$ cat src/rtl/sdcf_pkg.sv
package sdcf_pkg;
  typedef enum logic [2:0] {
    A_CLKDIV  = 3'd0,
    A_ENABLE  = 3'd1,
    A_PENDING = 3'd2,
    A_START   = 3'd3,
    A_CMD     = 3'd4,
    A_DATA    = 3'd5
  } reg_addr_e;

  localparam logic [1:0] RLEN_NONE  = 2'd0;
  localparam logic [1:0] RLEN_SHORT = 2'd1;
  localparam logic [1:0] RLEN_LONG  = 2'd2;

  localparam logic [3:0] RX_PEND_MASK = 4'b1010;
  localparam logic [7:0] LONG_MARK    = 8'h3F;

  function automatic logic [31:0] swap32(input logic [31:0] w);
    return {w[7:0], w[15:8], w[23:16], w[31:24]};
  endfunction
endpackage

$ cat src/rtl/sdcf_regs.sv
module sdcf_regs
  import sdcf_pkg::*;
#(
  parameter int DW = 32
) (
  input  logic          clk,
  input  logic          rst_n,
  input  logic          wr_en,
  input  logic [2:0]    addr,
  input  logic [DW-1:0] wdata,
  output logic [DW-1:0] clkdiv_o,
  output logic [DW-1:0] enable_o,
  output logic [DW-1:0] start_o,
  output logic [3:0]    pend_o
);
  logic [DW-1:0] clkdiv_q, enable_q, start_q;
  logic [3:0]    pend_q;

  always_ff @(posedge clk) begin
    if (!rst_n) begin
      clkdiv_q <= '0;
      enable_q <= '0;
      start_q  <= '0;
      pend_q   <= '0;
    end else if (wr_en) begin
      case (addr)
        A_CLKDIV:  clkdiv_q <= wdata;
        A_START:   start_q  <= wdata;
        A_ENABLE: begin
          enable_q <= wdata;
          pend_q   <= wdata[3:0] & RX_PEND_MASK;
        end
        A_PENDING: pend_q <= enable_q[3:0] & RX_PEND_MASK;
        default: ;
      endcase
    end
  end

  assign clkdiv_o = clkdiv_q;
  assign enable_o = enable_q;
  assign start_o  = start_q;
  assign pend_o   = pend_q;
endmodule

$ cat src/rtl/sdcf_cmd_asm.sv
module sdcf_cmd_asm #(
  parameter int FRAME_BYTES = 6,
  parameter int IDX_W       = 6
) (
  input  logic                       clk,
  input  logic                       rst_n,
  input  logic                       wr_en,
  input  logic [7:0]                 wr_byte,
  input  logic                       req_ready,
  output logic                       req_valid,
  output logic [IDX_W-1:0]           req_index,
  output logic [8*(FRAME_BYTES-2)-1:0] req_arg,
  output logic [7:0]                 req_crc,
  output logic                       issue_o,
  output logic [IDX_W-1:0]           issue_idx_o
);
  localparam int ARG_W = 8 * (FRAME_BYTES - 2);
  localparam int PTR_W = $clog2(FRAME_BYTES);
  localparam logic [PTR_W-1:0] LAST = PTR_W'(FRAME_BYTES - 1);

  logic [7:0]       frame_q [FRAME_BYTES-1];
  logic [PTR_W-1:0] ptr_q;
  logic             skip_q;
  logic             valid_q;
  logic [IDX_W-1:0] index_q;
  logic [ARG_W-1:0] arg_q;
  logic [7:0]       crc_q;

  logic             accept;
  logic             complete;
  logic [ARG_W-1:0] arg_next;
  logic [IDX_W-1:0] idx_next;

  assign accept   = wr_en && !valid_q;
  assign complete = accept && !skip_q && (ptr_q == LAST);
  assign idx_next = frame_q[0][IDX_W-1:0];

  always_comb begin
    arg_next = '0;
    for (int i = 1; i < FRAME_BYTES - 1; i++) begin
      arg_next = {arg_next[ARG_W-9:0], frame_q[i]};
    end
  end

  always_ff @(posedge clk) begin
    if (!rst_n) begin
      for (int i = 0; i < FRAME_BYTES - 1; i++) frame_q[i] <= '0;
      ptr_q   <= '0;
      skip_q  <= 1'b0;
      valid_q <= 1'b0;
      index_q <= '0;
      arg_q   <= '0;
      crc_q   <= '0;
    end else begin
      if (valid_q && req_ready) valid_q <= 1'b0;
      if (accept) begin
        if (skip_q) begin
          skip_q <= 1'b0;
        end else if (complete) begin
          ptr_q   <= '0;
          valid_q <= 1'b1;
          index_q <= idx_next;
          arg_q   <= arg_next;
          crc_q   <= wr_byte;
          skip_q  <= (idx_next == '0);
        end else begin
          frame_q[ptr_q] <= wr_byte;
          ptr_q          <= ptr_q + 1'b1;
        end
      end
    end
  end

  assign req_valid   = valid_q;
  assign req_index   = index_q;
  assign req_arg     = arg_q;
  assign req_crc     = crc_q;
  assign issue_o     = complete;
  assign issue_idx_o = idx_next;
endmodule

$ cat src/rtl/sdcf_rsp_buf.sv
module sdcf_rsp_buf
  import sdcf_pkg::*;
#(
  parameter int SHORT_BYTES = 4,
  parameter int LONG_BYTES  = 16,
  parameter int IDX_W       = 6
) (
  input  logic                          clk,
  input  logic                          rst_n,
  input  logic                          issue,
  input  logic [IDX_W-1:0]              issue_idx,
  input  logic                          rd_en,
  input  logic                          rsp_done,
  input  logic [1:0]                    rsp_len,
  input  logic                          rsp_we,
  input  logic [$clog2(LONG_BYTES)-1:0] rsp_waddr,
  input  logic [7:0]                    rsp_wdata,
  output logic [7:0]                    rd_byte,
  output logic [$clog2(LONG_BYTES+2)-1:0] ptr_o,
  output logic [$clog2(LONG_BYTES+2)-1:0] len_o
);
  localparam int DEPTH = LONG_BYTES + 2;
  localparam int LW    = $clog2(DEPTH);
  localparam logic [LW-1:0] SHORT_LEN = LW'(SHORT_BYTES + 2);
  localparam logic [LW-1:0] SHORT_PAD = LW'(SHORT_BYTES + 1);
  localparam logic [LW-1:0] LONG_LEN  = LW'(LONG_BYTES + 1);

  logic [7:0]    buf_q [DEPTH];
  logic [LW-1:0] ptr_q, len_q, ptr_inc;

  assign ptr_inc = ptr_q + 1'b1;

  always_ff @(posedge clk) begin
    if (!rst_n) begin
      for (int i = 0; i < DEPTH; i++) buf_q[i] <= '0;
      ptr_q <= '0;
      len_q <= '0;
    end else begin
      if (rd_en) ptr_q <= (ptr_inc > len_q) ? '0 : ptr_inc;
      if (rsp_we) buf_q[LW'(rsp_waddr) + 1'b1] <= rsp_wdata;
      if (rsp_done) begin
        case (rsp_len)
          RLEN_SHORT: begin
            len_q            <= SHORT_LEN;
            buf_q[SHORT_PAD] <= 8'h00;
          end
          RLEN_LONG: begin
            len_q    <= LONG_LEN;
            buf_q[0] <= LONG_MARK;
          end
          default: len_q <= '0;
        endcase
      end
      if (issue) begin
        buf_q[0] <= {{(8-IDX_W){1'b0}}, issue_idx};
        ptr_q    <= '0;
      end
    end
  end

  assign rd_byte = buf_q[ptr_q];
  assign ptr_o   = ptr_q;
  assign len_o   = len_q;
endmodule

$ cat src/rtl/sd_cmd_frontend.sv
module sd_cmd_frontend
  import sdcf_pkg::*;
#(
  parameter int DW          = 32,
  parameter int FRAME_BYTES = 6,
  parameter int IDX_W       = 6,
  parameter int SHORT_BYTES = 4,
  parameter int LONG_BYTES  = 16
) (
  input  logic        clk,
  input  logic        rst_n,
  input  logic        bus_wr,
  input  logic        bus_rd,
  input  logic [2:0]  bus_addr,
  input  logic [31:0] bus_wdata,
  output logic [31:0] bus_rdata,
  input  logic        card_present,
  output logic        req_valid,
  input  logic        req_ready,
  output logic [5:0]  req_index,
  output logic [31:0] req_arg,
  output logic [7:0]  req_crc,
  input  logic        rsp_done,
  input  logic [1:0]  rsp_len,
  input  logic        rsp_we,
  input  logic [3:0]  rsp_waddr,
  input  logic [7:0]  rsp_wdata,
  output logic        dat_tx_valid,
  output logic [31:0] dat_tx_data,
  output logic        dat_rx_pop,
  input  logic [31:0] dat_rx_data,
  output logic [31:0] ctl_clkdiv,
  output logic [3:0]  ctl_enable,
  output logic [1:0]  ctl_start
);
  localparam int LW = $clog2(LONG_BYTES + 2);

  logic [DW-1:0]    clkdiv_w, enable_w, start_w;
  logic [3:0]       pend_w;
  logic             cmd_wr, cmd_rd;
  logic             issue_w;
  logic [IDX_W-1:0] issue_idx_w;
  logic [7:0]       rsp_byte_w;
  logic [LW-1:0]    rd_ptr_w, rd_len_w;

  assign cmd_wr       = bus_wr && card_present && (bus_addr == A_CMD);
  assign cmd_rd       = bus_rd && card_present && (bus_addr == A_CMD);
  assign dat_tx_valid = bus_wr && card_present && (bus_addr == A_DATA);
  assign dat_rx_pop   = bus_rd && card_present && (bus_addr == A_DATA);
  assign dat_tx_data  = swap32(bus_wdata);

  sdcf_regs #(.DW(DW)) u_regs (
    .clk      (clk),
    .rst_n    (rst_n),
    .wr_en    (bus_wr),
    .addr     (bus_addr),
    .wdata    (bus_wdata),
    .clkdiv_o (clkdiv_w),
    .enable_o (enable_w),
    .start_o  (start_w),
    .pend_o   (pend_w)
  );

  sdcf_cmd_asm #(.FRAME_BYTES(FRAME_BYTES), .IDX_W(IDX_W)) u_asm (
    .clk         (clk),
    .rst_n       (rst_n),
    .wr_en       (cmd_wr),
    .wr_byte     (bus_wdata[7:0]),
    .req_ready   (req_ready),
    .req_valid   (req_valid),
    .req_index   (req_index),
    .req_arg     (req_arg),
    .req_crc     (req_crc),
    .issue_o     (issue_w),
    .issue_idx_o (issue_idx_w)
  );

  sdcf_rsp_buf #(.SHORT_BYTES(SHORT_BYTES), .LONG_BYTES(LONG_BYTES), .IDX_W(IDX_W)) u_rsp (
    .clk       (clk),
    .rst_n     (rst_n),
    .issue     (issue_w),
    .issue_idx (issue_idx_w),
    .rd_en     (cmd_rd),
    .rsp_done  (rsp_done),
    .rsp_len   (rsp_len),
    .rsp_we    (rsp_we),
    .rsp_waddr (rsp_waddr),
    .rsp_wdata (rsp_wdata),
    .rd_byte   (rsp_byte_w),
    .ptr_o     (rd_ptr_w),
    .len_o     (rd_len_w)
  );

  always_comb begin
    case (bus_addr)
      A_CLKDIV:  bus_rdata = clkdiv_w;
      A_ENABLE:  bus_rdata = enable_w;
      A_PENDING: bus_rdata = {28'd0, pend_w};
      A_START:   bus_rdata = start_w;
      A_CMD:     bus_rdata = card_present ? {24'd0, rsp_byte_w} : 32'h0000_00FF;
      A_DATA:    bus_rdata = card_present ? swap32(dat_rx_data) : 32'hFFFF_FFFF;
      default:   bus_rdata = '0;
    endcase
  end

  assign ctl_clkdiv = clkdiv_w;
  assign ctl_enable = enable_w[3:0];
  assign ctl_start  = start_w[1:0];
endmodule

$ cat config.mk
export PLATFORM = sky130hd
export DESIGN_NAME = sd_cmd_frontend
export DESIGN_NICKNAME = d
export VERILOG_FILES = /design/src/rtl/sdcf_pkg.sv /design/src/rtl/sdcf_regs.sv /design/src/rtl/sdcf_cmd_asm.sv /design/src/rtl/sdcf_rsp_buf.sv /design/src/rtl/sd_cmd_frontend.sv
export SDC_FILE = /design/constraint.sdc
export NUM_CORES = 1
export LEC_CHECK = 0
export BUFFER_PORTS_ARGS = -buffer_cell sky130_fd_sc_hd__buf_2
export CAP_MARGIN = 10
export CORE_ASPECT_RATIO = 1.5
export CORE_MARGIN = 2
export CORE_UTILIZATION = 56
export CTS_CLUSTER_DIAMETER = 120
export DETAILED_ROUTE_END_ITERATION = 10
export GPL_ROUTABILITY_DRIVEN = 1
export PLACE_DENSITY = 0.77
export SYNTH_ARGS = -nofsm -noshare
export SYNTH_HDL_FRONTEND = slang
export SYNTH_HIERARCHICAL = 1
export SYNTH_SLANG_ARGS = --single-unit
$ cat constraint.sdc
create_clock -name clk -period 7.13 [get_ports clk]
set_clock_uncertainty 0.1 [all_clocks]
set_input_delay 1.0695 -clock clk [delete_from_list [all_inputs] [get_ports clk]]
set_output_delay 1.0695 -clock clk [all_outputs]
set_load 0.02 [all_outputs]
# Word level (Yosys, flattened, before mapping)
# Memories as Yosys holds them, arrays and structs flattened. A register that Yosys moved wholly into a read port is not among the register bits.
# Index checks and enable logic that the tools add are counted.
classes:
  reduce_logical: 28
  addsub: 3
  muxes: 44
  bitwise: 8
  eq_ne: 9
  n_lt_le_gt_ge: 1
ops:
  columns: ["cell", "n"]
  rows:
  - ["one-hot mux 32 bit (6 select lines)", 1]
  - ["two-way mux 8 bit", 6]
  - ["two-way mux 32 bit", 1]
  - ["two-way mux 1 bit", 28]
  - ["two-way mux 5 bit", 4]
  - ["OR reduction 8 bit", 2]
  - ["logical AND 1 bit", 10]
  - ["one-hot mux 5 bit (2 select lines)", 1]
  - ["AND reduction 2 bit", 5]
  - ["equality test 3 bit (second input constant)", 3]
  - ["one-hot mux 4 bit (2 select lines)", 1]
  - ["equality test 3 x 2 -> 1 bit (second input constant)", 2]
  - ["zero test 1 bit", 6]
  - ["zero test 6 bit", 1]
  - ["two-way mux 3 bit", 2]
  - ["adder 4 x 1 -> 5 bit (second input constant)", 1]
  - ["adder 5 x 1 -> 5 bit (second input constant)", 1]
  - ["equality test 5 bit (second input constant)", 1]
  - ["greater-than comparator 5 bit", 1]
  - ["adder 3 x 1 -> 3 bit (second input constant)", 1]
  - ["equality test 3 x 1 -> 1 bit (second input constant)", 1]
  - ["zero test 3 bit", 1]
  - ["inverter 1 bit", 3]
  - ["OR 1 bit", 3]
  - ["6 further kinds", 7]
totals:
  input_bits: 89
  ramBits: 184
  output_inout_bits: 151
  word_cells: 106
  mem_count: 2
  regBits: 129
mem_list:
  columns: ["name", "depth", "width", "rd", "rd_ports_with_merged_regs", "wr", "line", "source"]
  rows:
  - ["u_rsp.buf_q", 18, 8, 1, 1, 18, "sdcf_rsp_buf.sv:28", "logic [7:0] buf_q [DEPTH];"]
  - ["u_asm.frame_q", 5, 8, 5, 4, 5, "sdcf_cmd_asm.sv:21", "logic [7:0] frame_q [FRAME_BYTES-1];"]

# Longest topological paths before layout
logic_depth:
  ltp_word: 12
  ltp_mapped: 13
  depth_no_buf: 8

# Hierarchy
# The synthesis kept the hierarchy.
by_module_without_submodules:
  columns: ["module", "area_each_um2", "instances", "cells_each"]
  rows:
  - ["sdcf_rsp_buf", 11512.3, 1, 794]
  - ["sdcf_cmd_asm", 3602.2, 1, 325]
  - ["sdcf_regs", 3482.1, 1, 438]
  - ["sd_cmd_frontend", 1656.6, 1, 206]

# Worst setup path before layout
# OpenSTA, ideal clock, no wires.
synth_path:
  path_type: "input-to-output"
  from: "input bus_addr[0]"
  to: "output bus_rdata[3]"
  path_buffers: 2
  arrival_time_ns: 2.128
  slack_ns: 3.832
  stages: 5
  cell_sequence: "buf_6 -> buf_6 -> inv_1 -> a21oi_1 -> o32ai_1"
synth_between:
  elab_chain_len: 2
synth_rtl:
  columns: ["element", "line", "source"]
  rows:
  - ["start, declared", "sd_cmd_frontend.sv:14", "input logic [2:0] bus_addr,"]
  - ["equality test 3 bit, or another cell as far along", "sd_cmd_frontend.sv:95", "case (bus_addr)"]
  - ["one-hot mux 32 bit (6 select lines) *", "sd_cmd_frontend.sv:95", null]
  - ["end, declared", "sd_cmd_frontend.sv:16", "output logic [31:0] bus_rdata,"]
# Mark *: on every way between the ends. The rest lies on a longest branch, timed or not.

==> impl_metrics.env <==
export IMPL_status="complete, no violations"
export IMPL_cts_repair_resized=0
export IMPL_grt_pass1_wl_mm=79.6
export IMPL_crit_path_end_kind="primary output"
export IMPL_numCtsBuffers=41
export IMPL_relSlewSlack=0.145
export IMPL_io_pins=240
export IMPL_finalHoldViolCount=0
export IMPL_vias=14600
export IMPL_rows=85
export IMPL_yosysWarningCount=6
export IMPL_insertedDiodeCount=0
export IMPL_n_fill_cell=2752
export IMPL_drt_iter0_drc=1404
export IMPL_syn_area_mm2=0.0202
export IMPL_syn2layout_area_growth_pct=13.5
export IMPL_postCtsSetupBuffers=0
export IMPL_synth_avg_cell_area_um2=11.5
export IMPL_power_frac_seq=0.536
export IMPL_start_kind="register"
export IMPL_cts_sinks=455
export IMPL_antenna_found_initial=0
export IMPL_wl_per_cell_um=20.8
export IMPL_die_y_um=237
export IMPL_critPathMaxFanout=60
export IMPL_r2r_cells=5
export IMPL_min_period_over_period=0.687
export IMPL_tritoncts="done"
export IMPL_crit_top_cell="o221ai_1"
export IMPL_cpMaxStageDelayCell="dfxtp_4"
export IMPL_gp_congestion=0.870
export IMPL_intPower_uw=4220
export IMPL_placement_io_buffers=239
export IMPL_power_density_mw_per_mm2=238
export IMPL_start_util=0.566
export IMPL_cts_buffer_depth=3
export IMPL_root_buffer="clkbuf_16"
export IMPL_fp_coreArea_mm2=0.0357
export IMPL_h_tree_depth=2
export IMPL_ant_nets=0
export IMPL_track_usage=0.271
export IMPL_die_area_mm2=0.0377
export IMPL_p_leak_uw=0.00826
export IMPL_path_cells="buf_4, mux4_2, a22o_1, a221oi_1, nand3_1, o221ai_1, o221ai_1, buf_2"
export IMPL_avgViaCountPerCell=5.85
export IMPL_crit_required_ps=5960
export IMPL_hold_ws_ps=356
export IMPL_sw_frac_of_total=0.227
export IMPL_grt_overflow_total=0
export IMPL_p_clk_frac=0.400
export IMPL_min_from="u_asm/req_arg[5]$_SDFFE_PN0P_"
export IMPL_crit_path_max_incr_delay_ps=1000
export IMPL_drive_above_1_share=0.198
export IMPL_max_freq_mhz=204
export IMPL_fin_setup_tns_ps=0
export IMPL_grt_max_degree=99
export IMPL_layout_nets=2085
export IMPL_clkSlewWorstSetupHoldPaths_ps=60
export IMPL_reg2reg_from="u_asm/ptr_q[1]$_SDFFE_PN0P_"
export IMPL_die_width_um=159
export IMPL_whs_path_depth=2
export IMPL_rsz0062_at_grt="false"
export IMPL_tightest_slew_ps=1280
export IMPL_maxCapViolCount=0
export IMPL_clk_latency_ps=550
export IMPL_crit_type="reg2out"
export IMPL_dpl_hpwl_mm=34.9
export IMPL_grt_pass1_vias=14400
export IMPL_ir_drop_uv=200
export IMPL_holdCritPathClass="reg2reg"
export IMPL_cp_arrival_ps=3730
export IMPL_power_switching_uw=1240
export IMPL_setup_violations=0
export IMPL_period_minus_slack_ps=4900
export IMPL_dr_pass1_iters=6
export IMPL_syn_inst=1760
export IMPL_drv_slew=0
export IMPL_routed_wl_mm=52.1
export IMPL_cts_hold_buf=0
export IMPL_drc=0
export IMPL_p_comb_frac=0.064
export IMPL_fin_util=0.643
==> cell usage in the layout, fill, tap and decap left out, drive strengths merged, types with 4 or more instances in the layout <==
master / n
clkinv: 11
edfxtp: 284
conb: 74
o221ai: 11
mux4: 32
nor2b: 42
buf: 263
mux2: 27
and3: 6
clkinvlp: 4
ha: 8
or3: 7
nor3: 5
nand3: 37
o22ai: 30
nor3b: 6
and2: 46
o211ai: 13
nand2b: 11
inv: 24
clkbuf: 56
nand2: 336
a21oi: 115
dfxtp: 171
nand4: 4
a211oi: 6
mux2i: 114
nor2: 135
a22o: 8
nand3b: 6
a22oi: 59
a221oi: 8
o21ai: 13
==> stage by stage <==
step                std cells  setup WS (ps)  power [µW]  instance area (µm²)
floorplan                1832           3830        3190                20500
global placement         2422           2760        3310                21600
detailed placement       2423           2630        3320                21600
CTS                      2498           2250        5480                23000
global route             2498           2100        5620                23000
finish                   2498           2230        5460                23000
==> critical path, delay by kind of cell (launching register included) <==
kind / cells / cell delay, ps
AOI/OAI and AO/OA: 4 / 980
buffers and inverters: 2 / 620
DFF: 1 / 1000
muxes: 1 / 330
and+or+nand+nor: 1 / 220
==> metal layers <==
| metal | routed length (µm) | global-route usage | up-vias |
|---|---|---|---|
| li1 | - | - | 6686 |
| met1 | 18800 | 0.307 | 7064 |
| met2 | 26900 | 0.492 | 703 |
| met3 | 3430 | 0.0377 | 168 |
| met4 | 2890 | 0.148 | 0 |
| met5 | 0 | 0 | - |
==> area by class of cell <==
cell class | instances | area, µm² | share of cell area
clock buffer | 56 | 1160 | 0.0507
inverter | 22 | 82.6 | 0.00360
clock inverter | 19 | 166 | 0.00725
tap | 478 | 598 | 0.0260
timing repair buffer | 263 | 1380 | 0.0599
sequential | 455 | 12000 | 0.521
multi-input combinational | 1205 | 7620 | 0.332
==> flip-flops by register name, summed over array words and instances, names as in the netlist, 6 cells and up, named ones only <==
signal,cells
u_asm/frame_q,38
u_asm/req_arg,32
u_asm/req_crc,8
u_asm/req_index,6
u_regs/clkdiv_o,32
u_regs/enable_o,32
u_regs/start_o,32
u_rsp/buf_q,256
==> power groups by stage <==
stage / combinational [µW] / sequential [µW] / clock (µW)
after CTS: 345 / 2920 / 2210
after global routing: 373 / 2930 / 2320
after floorplan: 220 / 2970 / 0
after global placement: 337 / 2970 / 0
after detailed placement: 344 / 2980 / 0
final: 350 / 2920 / 2180
==> path summary, 6_finish.rpt <==
check,end,slack [ps]
setup reg to reg,u_asm/frame_q[2][0]$_SDFFCE_PN0P_,4610
hold reg to reg,u_asm/req_arg[5]$_SDFFE_PN0P_,360
hold / removal,u_asm/req_arg[5]$_SDFFE_PN0P_,360
setup / recovery,bus_rdata[4],2230
No activity file was read; power rests on OpenSTA's default activity.
